## config.mk

```make
export PLATFORM = sky130hd
export DESIGN_NAME = cfg_tlp_engine
export DESIGN_NICKNAME = d
export VERILOG_FILES = /design/src/rtl/cfg_tlp_pkg.sv /design/src/rtl/cfg_hdr_build.sv /design/src/rtl/cfg_lane_align.sv /design/src/rtl/cfg_access_filter.sv /design/src/rtl/cfg_tlp_engine.sv
export SDC_FILE = /design/constraint.sdc
export NUM_CORES = 1
export LEC_CHECK = 0
export ABC_AREA = 1
export BUFFER_PORTS_ARGS = -buffer_cell sky130_fd_sc_hd__buf_2
export CORE_MARGIN = 1.5
export CORE_UTILIZATION = 35
export CTS_BUF_LIST = sky130_fd_sc_hd__clkbuf_8
export CTS_CLUSTER_SIZE = 28
export DETAILED_ROUTE_END_ITERATION = 10
export RECOVER_POWER = 100
export SYNTH_ARGS = -nofsm -noshare
export SYNTH_HDL_FRONTEND = slang
export SYNTH_HIERARCHICAL = 1
export SYNTH_SLANG_ARGS = --single-unit
export TNS_END_PERCENT = 100
```

## constraint.sdc

```tcl
create_clock -name clk -period 4.8 [get_ports clk]
set_input_delay 0.48 -clock clk [delete_from_list [all_inputs] [get_ports clk]]
set_output_delay 0.48 -clock clk [all_outputs]
set_load 0.05 [all_outputs]
```

## src/rtl/cfg_tlp_pkg.sv

```systemverilog
package cfg_tlp_pkg;
  typedef enum logic [3:0] {
    ST_IDLE, ST_LOAD, ST_B0D, ST_B0C, ST_B1D, ST_B1C, ST_POLL, ST_WAIT, ST_FIN
  } cfg_state_e;

  localparam logic [7:0] FT_RD0 = 8'h04;
  localparam logic [7:0] FT_WR0 = 8'h44;
  localparam logic [7:0] FT_RD1 = 8'h05;
  localparam logic [7:0] FT_WR1 = 8'h45;
  localparam logic [1:0] CTL_SOP = 2'b01;
  localparam logic [1:0] CTL_EOP = 2'b10;
endpackage

```

## src/rtl/cfg_hdr_build.sv

```systemverilog
module cfg_hdr_build
  import cfg_tlp_pkg::*;
#(
  parameter logic [7:0] TAG_RD = 8'h1D,
  parameter logic [7:0] TAG_WR = 8'h10
) (
  input  logic [7:0]  bus,
  input  logic [7:0]  devfn,
  input  logic [11:0] offset,
  input  logic [7:0]  root,
  input  logic        is_write,
  output logic [31:0] dw0,
  output logic [31:0] dw1,
  output logic [31:0] dw2
);
  logic       local_bus;
  logic [7:0] fmt;

  always_comb begin
    local_bus = (bus == root);
    case ({local_bus, is_write})
      2'b11:   fmt = FT_WR0;
      2'b10:   fmt = FT_RD0;
      2'b01:   fmt = FT_WR1;
      default: fmt = FT_RD1;
    endcase
    dw0 = {fmt, 24'h000001};
    dw1 = {root, devfn, (is_write ? TAG_WR : TAG_RD), 8'h0F};
    dw2 = {bus, devfn, 4'b0000, offset[11:2], 2'b00};
  end
endmodule

```

## src/rtl/cfg_lane_align.sv

```systemverilog
module cfg_lane_align (
  input  logic [2:0]  size,
  input  logic [1:0]  off,
  input  logic [31:0] dword,
  input  logic [31:0] wval,
  output logic [31:0] rd_out,
  output logic [31:0] merged
);
  logic [4:0]  sh;
  logic [31:0] mask;

  always_comb begin
    sh = {off, 3'b000};
    case (size)
      3'd1: begin
        rd_out = (dword >> sh) & 32'h0000_00FF;
        mask   = 32'h0000_00FF << sh;
        merged = (dword & ~mask) | ((wval & 32'h0000_00FF) << sh);
      end
      3'd2: begin
        rd_out = (dword >> {off[1], 4'b0000}) & 32'h0000_FFFF;
        mask   = 32'h0000_FFFF << sh;
        merged = (dword & ~mask) | ((wval & 32'h0000_FFFF) << sh);
      end
      default: begin
        rd_out = dword;
        mask   = 32'hFFFF_FFFF;
        merged = wval;
      end
    endcase
  end
endmodule

```

## src/rtl/cfg_access_filter.sv

```systemverilog
module cfg_access_filter (
  input  logic [7:0] bus,
  input  logic [7:0] devfn,
  input  logic [7:0] primary,
  input  logic [7:0] root,
  input  logic [3:0] link_state,
  output logic       allow
);
  logic dev_nz, on_root, below_root, link_dn;

  always_comb begin
    dev_nz     = |devfn[7:3];
    on_root    = (bus == root);
    below_root = (primary == root);
    link_dn    = (link_state == 4'd0);
    allow = !((!on_root && link_dn) || (on_root && dev_nz) || (below_root && dev_nz));
  end
endmodule

```

## src/rtl/cfg_tlp_engine.sv

```systemverilog
module cfg_tlp_engine
  import cfg_tlp_pkg::*;
#(
  parameter int         POLL_LIMIT      = 10,
  parameter logic [7:0] ROOT_BUS_INIT   = 8'h00,
  parameter logic [11:0] PRIMARY_REG_OFS = 12'h018,
  parameter logic [7:0] TAG_RD          = 8'h1D,
  parameter logic [7:0] TAG_WR          = 8'h10
) (
  input  logic        clk,
  input  logic        rst,
  input  logic        req_valid,
  input  logic        req_write,
  input  logic [7:0]  req_bus,
  input  logic [7:0]  req_devfn,
  input  logic [11:0] req_offset,
  input  logic [2:0]  req_size,
  input  logic [31:0] req_wdata,
  input  logic [7:0]  req_primary,
  input  logic [3:0]  link_state,
  output logic        req_ack,
  output logic        busy,
  output logic        done,
  output logic        err,
  output logic [31:0] rdata,
  output logic        tx_data_we,
  output logic [31:0] tx_reg0,
  output logic [31:0] tx_reg1,
  output logic        tx_ctrl_we,
  output logic [1:0]  tx_ctrl,
  output logic        rx_poll,
  input  logic        rx_eop,
  input  logic [31:0] rx_reg0
);
  localparam int PW = $clog2(POLL_LIMIT + 1);
  localparam logic [PW-1:0] POLL_MAX = PW'(POLL_LIMIT);

  cfg_state_e  state;
  logic [7:0]  bus_q, devfn_q, prim_q, root_q;
  logic [11:0] off_q;
  logic [2:0]  size_q;
  logic [31:0] wdata_q;
  logic        cur_wr, rmw_q, second;
  logic [PW-1:0] polls;

  logic [31:0] dw0, dw1, dw2, rd_lane, merged;
  logic        allow, root_hit, full_sz;

  cfg_hdr_build #(.TAG_RD(TAG_RD), .TAG_WR(TAG_WR)) u_hdr (
    .bus(bus_q), .devfn(devfn_q), .offset(off_q), .root(root_q),
    .is_write(cur_wr), .dw0(dw0), .dw1(dw1), .dw2(dw2)
  );

  cfg_lane_align u_lane (
    .size(size_q), .off(off_q[1:0]), .dword(rx_reg0), .wval(wdata_q),
    .rd_out(rd_lane), .merged(merged)
  );

  cfg_access_filter u_filt (
    .bus(bus_q), .devfn(devfn_q), .primary(prim_q), .root(root_q),
    .link_state(link_state), .allow(allow)
  );

  assign full_sz  = !(req_size == 3'd1 || req_size == 3'd2);
  assign root_hit = (bus_q == root_q) && (off_q[11:2] == PRIMARY_REG_OFS[11:2]);
  assign busy     = (state != ST_IDLE);

  always_ff @(posedge clk) begin
    if (rst) begin
      state      <= ST_IDLE;
      req_ack    <= 1'b0;
      done       <= 1'b0;
      err        <= 1'b0;
      rdata      <= '0;
      tx_data_we <= 1'b0;
      tx_ctrl_we <= 1'b0;
      tx_reg0    <= '0;
      tx_reg1    <= '0;
      tx_ctrl    <= '0;
      rx_poll    <= 1'b0;
      root_q     <= ROOT_BUS_INIT;
      bus_q      <= '0;
      devfn_q    <= '0;
      prim_q     <= '0;
      off_q      <= '0;
      size_q     <= '0;
      wdata_q    <= '0;
      cur_wr     <= 1'b0;
      rmw_q      <= 1'b0;
      second     <= 1'b0;
      polls      <= '0;
    end else begin
      req_ack    <= 1'b0;
      done       <= 1'b0;
      tx_data_we <= 1'b0;
      tx_ctrl_we <= 1'b0;
      rx_poll    <= 1'b0;
      case (state)
        ST_IDLE: if (req_valid) begin
          req_ack <= 1'b1;
          bus_q   <= req_bus;
          devfn_q <= req_devfn;
          prim_q  <= req_primary;
          off_q   <= req_offset;
          size_q  <= req_size;
          wdata_q <= req_wdata;
          cur_wr  <= req_write && full_sz;
          rmw_q   <= req_write && !full_sz;
          second  <= 1'b0;
          state   <= ST_LOAD;
        end
        ST_LOAD: begin
          if (!second && !allow) begin
            err   <= 1'b1;
            rdata <= '1;
            done  <= 1'b1;
            state <= ST_FIN;
          end else begin
            tx_data_we <= 1'b1;
            tx_reg0    <= dw0;
            tx_reg1    <= dw1;
            polls      <= '0;
            state      <= ST_B0D;
          end
        end
        ST_B0D: begin
          tx_ctrl_we <= 1'b1;
          tx_ctrl    <= CTL_SOP;
          state      <= ST_B0C;
        end
        ST_B0C: begin
          tx_data_we <= 1'b1;
          tx_reg0    <= dw2;
          tx_reg1    <= cur_wr ? wdata_q : 32'h0;
          state      <= ST_B1D;
        end
        ST_B1D: begin
          tx_ctrl_we <= 1'b1;
          tx_ctrl    <= CTL_EOP;
          state      <= ST_B1C;
        end
        ST_B1C: begin
          rx_poll <= 1'b1;
          polls   <= polls + 1'b1;
          state   <= ST_POLL;
        end
        ST_POLL: state <= ST_WAIT;
        ST_WAIT: begin
          if (rx_eop || polls == POLL_MAX) begin
            if (cur_wr && root_hit) root_q <= wdata_q[7:0];
            if (rx_eop && !cur_wr && rmw_q) begin
              wdata_q <= merged;
              cur_wr  <= 1'b1;
              second  <= 1'b1;
              state   <= ST_LOAD;
            end else begin
              done  <= 1'b1;
              err   <= !rx_eop;
              rdata <= !rx_eop ? 32'hFFFF_FFFF : (cur_wr ? 32'h0 : rd_lane);
              state <= ST_FIN;
            end
          end else begin
            rx_poll <= 1'b1;
            polls   <= polls + 1'b1;
            state   <= ST_POLL;
          end
        end
        default: state <= ST_IDLE;
      endcase
    end
  end

  // each control word is preceded by its data load
  a_r6_ctrl_after_data: assert property (@(posedge clk) disable iff (rst)
    tx_ctrl_we |-> $past(tx_data_we));
  // transmit and poll strobes never overlap
  a_r6_one_strobe: assert property (@(posedge clk) disable iff (rst)
    $onehot0({tx_data_we, tx_ctrl_we, rx_poll}));
  // done is a single pulse and the engine is idle after it
  a_r2_done_pulse: assert property (@(posedge clk) disable iff (rst)
    done |=> (!done && !busy));
  // acknowledge only for a request taken while idle
  a_r2_ack_idle: assert property (@(posedge clk) disable iff (rst)
    req_ack |-> $past(!busy));
  // poll counter stays within its limit
  a_r8_poll_bound: assert property (@(posedge clk) disable iff (rst)
    polls <= POLL_MAX);
  // an error completion reports all ones
  a_r8_err_ones: assert property (@(posedge clk) disable iff (rst)
    (done && err) |-> (rdata == 32'hFFFF_FFFF));
endmodule

```

==> reports/qor.csv, run 1 <==
stage;metric;value;unit
outcome;outcome;finished, violations left;
outcome;failing checks;max-capacitance violations, max-slew violations;
sta;Final setup violation count;0;
sta;Clock Skew;0.0200;ns
drt;drt pass-1 iters;5;
clock_network;Root Driver;clkbuf_8;
setup_path;CP endpoint;tx_reg1[16];
sta;Final Critical Period;3.56;ns
power_and_ir_drop;Sw Ratio;0.480;
drt;drt wl/cell;16.7;um
logic_synthesis;Mapped Cells;1866;
logic_synthesis;top-area cell type share of the netlist area;0.326;
grt;first-pass GRT wire length;61500;um
worst_hold_path;Hold Crit Class;in2reg;
place;dpl hpwl;27800;um
clock_network;clock-pin slew on the worst setup and hold paths;0.11;ns
floorplanning;Die ar.;35100;um2
sta;final worst path period share;0.742;
worst_hold_path;hold path startpoint;req_devfn[6];
setup_path;R2R Path End;tx_reg1[16];
setup_path;WP data required;5.20;ns
floorplanning;Initial Utilization;0.355;
floorplanning;core area;33500;um2
clock_network;worst-skew pair later-pin latency;0.50;ns
logic_synthesis;register bit total from synthesis;194;
sta;final hold vios;0;
final_layout;Inserted Diodes;0;
clock_network;Hold Buf Count CTS;0;
clock_network;CTS tree;done;
power_and_ir_drop;pwr/cell area;445;nW/um2
logic_synthesis;Cell Area, Synth;11900;um2
grt;initial antenna violation count;0;
logic_synthesis;sequential area share after synthesis;0.326;
job;max-cap viol count;3;
grt;vias in the first global route;11000;
clock_network;Post-CTS Setup Inserts;0;
final_layout;share of cells above drive strength 1;0.0931;
sta;setup TNS;0;ns
floorplanning;die width;187;um
logic_synthesis;top cells by count, synth;553 x nand2_1, 243 x nor2_1, 194 x dfxtp_1;
drt;vias per inst;5.00;
sta;Least-Margin Pin Slew;1.94;ns
setup_path;Critical Path Source Type;register;
drt;via count;12000;
power_and_ir_drop;P_sw;2.68;mW
drt;antenna-violating nets left;0;
logic_synthesis;synth unique cells;34;
floorplanning;die height;187;um
grt;total gr overflow;0;
worst_hold_path;WHS Path Cells;3;
logic_synthesis;area leader, netlist;dfxtp_1;
clock_network;post-CTS resize count;0;
setup_path;worst setup path class;reg2reg;
logic_synthesis;mean post-synth cell area;6.38;um2
clock_network;H-tree levels;4;
clock_network;Num CTS Buffers;17;
drt;# DRC;0;
logic_synthesis;YS warnings;6;
grt;largest net degree at the start of global routing;105;
place;IO buf count;216;
drt;drt total wl;40100;um
setup_path;worst-path maximum fanout;57;
setup_path;Crit. End Element;register;
sta;hold_ws;0.218;ns
setup_path;FF-to-FF path depth;8;
logic_synthesis;synth top area cells;dfxtp_1 33%, nand2_1 17%, nor2_1 7.7%, buf_4 7.3%, nand3_1 5.8%;
power_and_ir_drop;Worst VDD drop;0.000207;V
logic_synthesis;count leader, synth;nand2_1;
power_and_ir_drop;Leak;5.55;nW
clock_network;maximum buffer depth of the clock tree;2;
power_and_ir_drop;cell-internal power;2.90;mW
floorplanning;Rows;67;
setup_path;Crit path arrival time;3.96;ns
grt;GR Util All Layers;0.223;
power_and_ir_drop;power share of the clock group;0.198;
sta;fmax;281;MHz
setup_path;r2r startpoint;state[0];
clock_network;Sink Count;194;
logic_synthesis;async set or reset register ratio after synthesis;0;
sta;RSZ-0062 raised after global routing;false;
setup_path;r2r setup slk;1.24;ns
logic_synthesis;ys flop type;dfxtp_1;
final_layout;post-route cell area;12500;um2
final_layout;P&R area growth vs syn;5.12;%
floorplanning;I/O Pins;217;
logic_synthesis;Post-synth EDFFs;0;
final_layout;Layout Nets;2060;
place;Placer Congestion;0.891;
setup_path;Critical Path Source;state[0];
sta;fin. max-slew vios;130;
power_and_ir_drop;combinational fraction of design power;0.410;
sta;Slew HR;-0.294;
power_and_ir_drop;sequential power share;0.393;
place;Post-Place Cell Area;12400;um2
drt;DRT iter0 DRCs;1063;
[per-layer routing]
layer	up-vias	wire, um	track usage
met5	-	0	0
met4	0	1020	0.0742
met3	67	2810	0.0437
met2	445	18200	0.359
met1	5496	18100	0.298
li1	6011	-	-
[worst max-delay path: stages (launching register included)]
cell     delay (ns)
dfxtp_1        0.49
nand2_1        0.16
nor2_1         1.31
inv_1          0.44
buf_4          0.47
nand2_1        0.20
nand2_1        0.13
o21ai_0        0.16
nor2_1         0.05
[area by class of cell]
class	count	area, um2
clock inverter	13	129
sequential	194	3880
timing repair buffer	228	1040
tap	448	561
fill	3870	21000
multi-input combinational	1396	6230
inverter	105	409
clock buffer	19	262
[power by group through the flow]
| stage | Sequential [mW] | Clock (mW) | Combinational (mW) |
|---|---|---|---|
| 2_1_floorplan | 2.81 | 0 | 1.28 |
| 3_3_place_gp | 2.21 | 0 | 2.35 |
| 3_5_place_dp | 2.21 | 0 | 2.37 |
| 4_1_cts | 2.18 | 1.14 | 2.38 |
| 5_1_grt | 2.22 | 1.20 | 2.49 |
| 6_report | 2.19 | 1.10 | 2.28 |
[layout by cell type, fill, tap and decap left out, drive strengths merged]
cell,Yosys,final
o211ai,17,17
nor3,2,2
inv,105,111
o21bai,1,1
clkinv,0,4
or2,2,2
a21oi,114,114
xnor2,17,17
o21ai,175,175
buf,176,122
o21a,1,1
o22ai,24,24
nand2,561,561
nor2,252,252
nand4,1,1
bufinv,0,1
ha,6,6
clkinvlp,0,2
dfxtp,194,194
clkbuf,42,125
nand3,142,142
conb,2,49
a31oi,32,32
[cell families after synthesis]
family,after synthesis,share of synthesized area
simple gates,960,0.328
compound gates,364,0.172
buf+inv,323,0.154
flops,194,0.326
xor+xnor,17,0.0125
fa+ha+maj,6,0.00631
other cells,2,0.000631
[how the worst min path moves through the flow]
| stage | to | slack, ns |
|---|---|---|
| after floorplan | off_q[4] | 0.45 |
| after global placement | tx_reg0[25] | 0.46 |
| after detailed placement | tx_reg0[25] | 0.47 |
| after CTS | devfn_q[6] | 0.19 |
| after global routing | devfn_q[4] | 0.19 |
| final | devfn_q[6] | 0.22 |
[state kept, by name, summed over array words and instances (netlist names), 2 cells and up]
signal	cells
root_q	8
polls	4
rdata	32
tx_reg1	32
devfn_q	8
tx_reg0	32
state	4
bus_q	8
prim_q	8
wdata_q	32
tx_ctrl	2
size_q	3
off_q	12
[metrics by stage]
stage | total power [mW] | setup slack, ns | instances | utilization
after floorplan | 4.09 | 2.96 | 1913 | -
final | 5.57 | 1.24 | 2403 | 0.373
after global routing | 5.92 | 0.874 | 2403 | 0.373
after global placement | 4.56 | 2.12 | 2371 | 0.370
after CTS | 5.69 | 2.00 | 2403 | 0.381
after detailed placement | 4.58 | 2.04 | 2371 | 0.370
(Power assumes the default switching activity.)
==> run 2, diff against run 1 <==
==> constraint.sdc (replaced) <==
create_clock -name clk -period 3 [get_ports clk]
set_input_delay 0.3 -clock clk [delete_from_list [all_inputs] [get_ports clk]]
set_output_delay 0.3 -clock clk [all_outputs]
set_load 0.05 [all_outputs]
==> reports/qor.csv, run 2 (same netlist as run 1, synthesis figures left out) <==
stage;metric;value;unit;change
outcome;outcome;completed;;
sta;Slew HR;0.279;;+0.573
setup_path;worst-path maximum fanout;21;;-63%
clock_network;Sink Count;194;;unchanged
job;max-cap viol count;0;;-3
floorplanning;die height;187;um;unchanged
sta;fin worst setup slack;0.501;ns;-0.738 ns
grt;vias in the first global route;11000;;+0.56%
drt;# DRC;0;;unchanged
sta;fin. max-slew vios;0;;-100%
sta;setup TNS;0;ns;unchanged
drt;antenna-violating nets left;0;;unchanged
power_and_ir_drop;total chip power;9.02;mW;+62%
drt;vias per inst;4.98;;-0.45%
place;Placer Congestion;0.921;;+3.5%
floorplanning;Rows;67;;unchanged
clock_network;clock-pin slew on the worst setup and hold paths;0.13;ns;+0.02 ns
setup_path;FF-to-FF path depth;12;;+4
drt;drt pass-1 iters;5;;unchanged
setup_path;Critical Path Source Type;register;;
setup_path;Crit. End Element;register;;
sta;final worst path period share;0.833;;+0.0911
sta;Final setup violation count;0;;unchanged
floorplanning;I/O Pins;217;;unchanged
grt;first-pass GRT wire length;61800;um;+0.46%
clock_network;post-CTS resize count;0;;unchanged
sta;Final Critical Period;2.50;ns;-1.06 ns
place;IO buf count;216;;unchanged
floorplanning;Die ar.;35100;um2;unchanged
final_layout;share of cells above drive strength 1;0.117;;+0.0239
floorplanning;core area;33500;um2;unchanged
grt;largest net degree at the start of global routing;82;;-22%
place;dpl hpwl;28600;um;+3.2%
sta;final hold vios;0;;unchanged
grt;total gr overflow;0;;unchanged
clock_network;Num CTS Buffers;17;;unchanged
final_layout;Layout Utilization;0.383;;+0.0100
final_layout;commonest non-fill, non-tap cell in the layout;nand2_1;;
grt;GR Util All Layers;0.224;;+0.000811
power_and_ir_drop;Worst VDD drop;0.000288;V;+40%
setup_path;WP data required;3.45;ns;-1.75 ns
sta;fmax;400;MHz;+43%
power_and_ir_drop;Leak;5.68;nW;+2.2%
final_layout;Layout Nets;2080;;+0.97%
drt;drt total wl;40100;um;about the same
sta;Clock Skew;0.0330;ns;+0.0130 ns
sta;RSZ-0062 raised after global routing;false;;
place;worst slack, placed;0.739;ns;-1.30 ns
worst_hold_path;WHS Path Cells;3;;unchanged
sta;Least-Margin Pin Slew;1.08;ns;-0.859 ns
worst_hold_path;Hold Crit Class;in2reg;;
drt;DRT iter0 DRCs;842;;-21%
floorplanning;Initial Utilization;0.355;;unchanged
clock_network;Post-CTS Setup Inserts;0;;unchanged
drt;drt wl/cell;16.6;um;-0.76%
final_layout;P&R area growth vs syn;7.95;%;
clock_network;worst-skew pair later-pin latency;0.51;ns;about the same
final_layout;most frequent cells in the layout;552 x nand2_1, 247 x nor2_1, 193 x dfxtp_1;;
power_and_ir_drop;pwr/cell area;702;nW/um2;+58%
drt;via count;12100;;+0.37%
setup_path;worst setup path class;reg2reg;;
sta;hold_ws;0.0330;ns;-0.185 ns
grt;initial antenna violation count;0;;unchanged
floorplanning;die width;187;um;unchanged
clock_network;maximum buffer depth of the clock tree;2;;unchanged
clock_network;Root Driver;clkbuf_8;;
final_layout;Inserted Diodes;0;;unchanged
clock_network;H-tree levels;4;;unchanged
setup_path;Crit path arrival time;2.95;ns;-1.01 ns
clock_network;CTS tree;done;;
-- run 2: area by class of cell --
| cell class | count | area, um2 |
|---|---|---|
| fillers | 3820 | 20700 |
| multi-input cells | 1396 | 6350 |
| flip-flops and latches | 194 | 3880 |
| repair buffers | 248 | 1220 |
| well taps | 448 | 561 |
| inverters | 105 | 409 |
| clock buffers | 17 | 234 |
| clock inverters | 15 | 188 |
-- run 2: worst max-delay path: stages, from the launching register on --
cell and delay (ns):
dfxtp_1 0.51, xnor2_1 0.15, nand2_1 0.07, nor2_1 0.13, nand2_1 0.07, nor2_1 0.08
a21oi_1 0.05, nor2_1 0.13, nor2_1 0.09, nor2_1 0.31, clkbuf_2 0.46, o21ai_0 0.25
nor2_1 0.13
-- run 2: metal layers --
layer,wire [um],GRT usage
met2,18500,0.359
met5,0,0
met3,2580,0.0313
met1,18200,0.307
met4,868,0.0766
-- run 2: per-stage QoR --
step                      cell area [um2]  std cells
after floorplan                     12100       1913
after detailed placement            12500       2384
after global placement              12500       2384
after global routing                12800       2423
after CTS                           13000       2423
final                               12800       2423
-- run 2: where the power goes --
part / internal, mW / switching, mW / leakage, nW
Clock: 0.715 / 1.14 / 0.216
Sequential: 3.06 / 0.451 / 1.59
Combinational: 0.876 / 2.79 / 3.87
Total: 4.65 / 4.37 / 5.68
-- run 2: path summary, 6_finish.rpt --
| check | from | endpoint | slack, ns |
|---|---|---|---|
| hold reg to reg | off_q[4] | off_q[4] | 0.48 |
| hold / removal | req_devfn[6] | devfn_q[6] | 0.03 |
| setup / recovery | root_q[5] | tx_reg1[26] | 0.50 |
| setup reg to reg | root_q[5] | tx_reg1[26] | 0.50 |
-- run 2: timing repair --
| item | 4_1_cts | 5_1_grt |
|---|---|---|
| endpoints found under the hold margin | 7 | 0 |
| setup endpoints to repair | 0 | 0 |
| hold buffers | 7 | 0 |
==> run 3, diff against run 2 <==
==> constraint.sdc (replaced) <==
create_clock -name clk -period 2.3 [get_ports clk]
set_input_delay 0.23 -clock clk [delete_from_list [all_inputs] [get_ports clk]]
set_output_delay 0.23 -clock clk [all_outputs]
set_load 0.05 [all_outputs]
==> reports/qor.csv, run 3 (same netlist as run 1, synthesis figures left out) <==
stage;metric;value;unit;change
final_layout;share of cells above drive strength 1;0.119;;+0.00169
sta;RSZ-0062 raised after global routing;false;;
place;Placer Congestion;0.945;;+2.5%
drt;DRT iter0 DRCs;1129;;+34%
clock_network;Post-CTS Setup Inserts;0;;unchanged
clock_network;maximum buffer depth of the clock tree;2;;unchanged
setup_path;worst setup path class;reg2reg;;
grt;vias in the first global route;11200;;+1.8%
floorplanning;core area;33500;um2;unchanged
power_and_ir_drop;P_sw;5.67;mW;+30%
sta;fin worst setup slack;0.177;ns;-0.325 ns
worst_hold_path;WHS Path Cells;3;;unchanged
final_layout;footprint of the multi-input gates;6310;um2;-0.67%
clock_network;H-tree levels;4;;unchanged
power_and_ir_drop;power share of the clock group;0.186;;-0.019
worst_hold_path;Hold Crit Class;in2reg;;
clock_network;clock-pin slew on the worst setup and hold paths;0.12;ns;about the same
place;worst slack, placed;0.222;ns;-0.517 ns
floorplanning;Initial Utilization;0.355;;unchanged
floorplanning;Die ar.;35100;um2;unchanged
sta;Slew HR;0.415;;+0.136
sta;Clock Skew;0.0258;ns;-0.00722 ns
sta;final hold vios;0;;unchanged
final_layout;P&R area growth vs syn;13.3;%;
clock_network;CTS tree;done;;
final_layout;Inserted Diodes;0;;unchanged
final_layout;commonest non-fill, non-tap cell in the layout;nand2_1;;
floorplanning;die height;187;um;unchanged
clock_network;Num CTS Buffers;17;;unchanged
grt;first-pass GRT wire length;63000;um;+1.9%
sta;Final setup violation count;0;;unchanged
floorplanning;I/O Pins;217;;unchanged
job;max-cap viol count;0;;unchanged
final_layout;total area of sequential cells;3890;um2;about the same
setup_path;R2R Path End;rdata[16];;
sta;fmax;471;MHz;+18%
drt;drt wl/cell;16.4;um;-0.84%
setup_path;r2r startpoint;bus_q[5];;
power_and_ir_drop;combinational fraction of design power;0.428;;+0.022
worst_hold_path;hold endpoint;bus_q[2];;
drt;drt total wl;41000;um;+2.1%
setup_path;WP data required;2.70;ns;-0.75 ns
power_and_ir_drop;Worst VDD drop;0.000394;V;+37%
sta;Least-Margin Pin Slew;0.876;ns;-0.201 ns
power_and_ir_drop;sequential power share;0.386;;-0.003
grt;total gr overflow;0;;unchanged
power_and_ir_drop;total chip power;11.8;mW;+31%
setup_path;FF-to-FF path depth;14;;+2
drt;via count;12500;;+3.3%
grt;GR Util All Layers;0.229;;+0.00562
sta;Final Critical Period;2.12;ns;-0.375 ns
drt;# DRC;0;;unchanged
place;Post-Place Cell Area;12800;um2;+2.4%
final_layout;most frequent cells in the layout;553 x nand2_1, 244 x nor2_1, 192 x dfxtp_1;;
setup_path;worst-path maximum fanout;24;;+14%
drt;antenna-violating nets left;0;;unchanged
setup_path;Critical Path Source Type;register;;
sta;setup TNS;0;ns;unchanged
drt;drt pass-1 iters;5;;unchanged
final_layout;Layout fillers;3739;;-2.1%
floorplanning;die width;187;um;unchanged
grt;initial antenna violation count;0;;unchanged
drt;vias per inst;4.99;;+0.27%
power_and_ir_drop;pwr/cell area;874;nW/um2;+24%
sta;final worst path period share;0.923;;+0.0903
clock_network;Root Driver;clkbuf_8;;
power_and_ir_drop;cell-internal power;6.12;mW;+31%
clock_network;worst-skew pair later-pin latency;0.51;ns;about the same
place;IO buf count;216;;unchanged
final_layout;post-route cell area;13500;um2;+5.0%
grt;largest net degree at the start of global routing;74;;-9.8%
setup_path;Crit. End Element;register;;
place;dpl hpwl;29400;um;+2.6%
floorplanning;Rows;67;;unchanged
sta;fin. max-slew vios;0;;unchanged
outcome;outcome;completed;;
clock_network;Sink Count;194;;unchanged
worst_hold_path;hold path startpoint;req_bus[2];;
power_and_ir_drop;Sw Ratio;0.481;;-0.00342
setup_path;Crit path arrival time;2.52;ns;-0.43 ns
final_layout;Layout Nets;2153;;+3.5%
power_and_ir_drop;Leak;5.99;nW;+5.6%
setup_path;r2r setup slk;0.18;ns;-0.32 ns
## run 3: layout make-up
class / instances / area share
multi-input combinational: 1396 / 0.468
sequential: 194 / 0.288
inverter: 105 / 0.0303
timing repair buffer: 321 / 0.145
tap: 448 / 0.0416
clock inverter: 14 / 0.00918
clock buffer: 18 / 0.0184
## run 3: routing by layer
| layer | vias up | wire, um | global-route usage |
|---|---|---|---|
| met5 | - | 0 | 0 |
| met4 | 0 | 977 | 0.0782 |
| met3 | 58 | 2470 | 0.0319 |
| met2 | 443 | 18900 | 0.369 |
| met1 | 5770 | 18700 | 0.313 |
| li1 | 6190 | - | - |
## run 3: what timing repair did
item,CTS,global route
endpoints found under the setup margin,0,41
hold buffers,54,0
endpoints found under the hold margin,54,0
gates resized for setup,0,1
## run 3: metrics by stage
| stage | utilization | hold WS [ns] | std cells |
|---|---|---|---|
| 2_1_floorplan | - | 0.371 | 1913 |
| 3_3_place_gp | 0.382 | 0.459 | 2410 |
| 3_5_place_dp | 0.382 | 0.461 | 2410 |
| 4_1_cts | 0.409 | 0.00298 | 2496 |
| 5_1_grt | 0.402 | 0.0164 | 2496 |
| 6_report | 0.402 | 0.0442 | 2496 |
## run 3: worst max path at each step
| stage | start | depth (start not counted) | slack (ns) | endpoint |
|---|---|---|---|---|
| after floorplan | root_q[0] | 12 | 0.46 | tx_reg1[0] |
| after global placement | state[3] | 8 | 0.21 | tx_reg1[16] |
| after detailed placement | state[3] | 8 | 0.22 | tx_reg1[16] |
| after CTS | root_q[1] | 13 | 0.18 | rdata[27] |
| after global routing | bus_q[4] | 14 | 0.01 | rdata[24] |
| final | bus_q[5] | 14 | 0.18 | rdata[16] |
## run 3: power by group through the flow
stage	sequential, mW	combinational (mW)	clock [mW]
after detailed placement	4.60	5.16	0
final	4.54	5.05	2.19
after global routing	4.62	5.49	2.40
after floorplan	5.87	2.67	0
after CTS	4.53	5.25	2.27
after global placement	4.59	5.14	0
## run 3: critical path: stages (launching register included)
cell and delay (ns):
dfxtp_1 0.46, nand2_1 0.08, nand2_1 0.07, nand2_1 0.08
nor2_1 0.10, nand2_1 0.06, nand2_1 0.06, a21oi_1 0.08
nor2_1 0.13, nand4_1 0.21, nand2_4 0.18, nand2_4 0.09
buf_6 0.19, a21oi_1 0.15, nor2_1 0.05
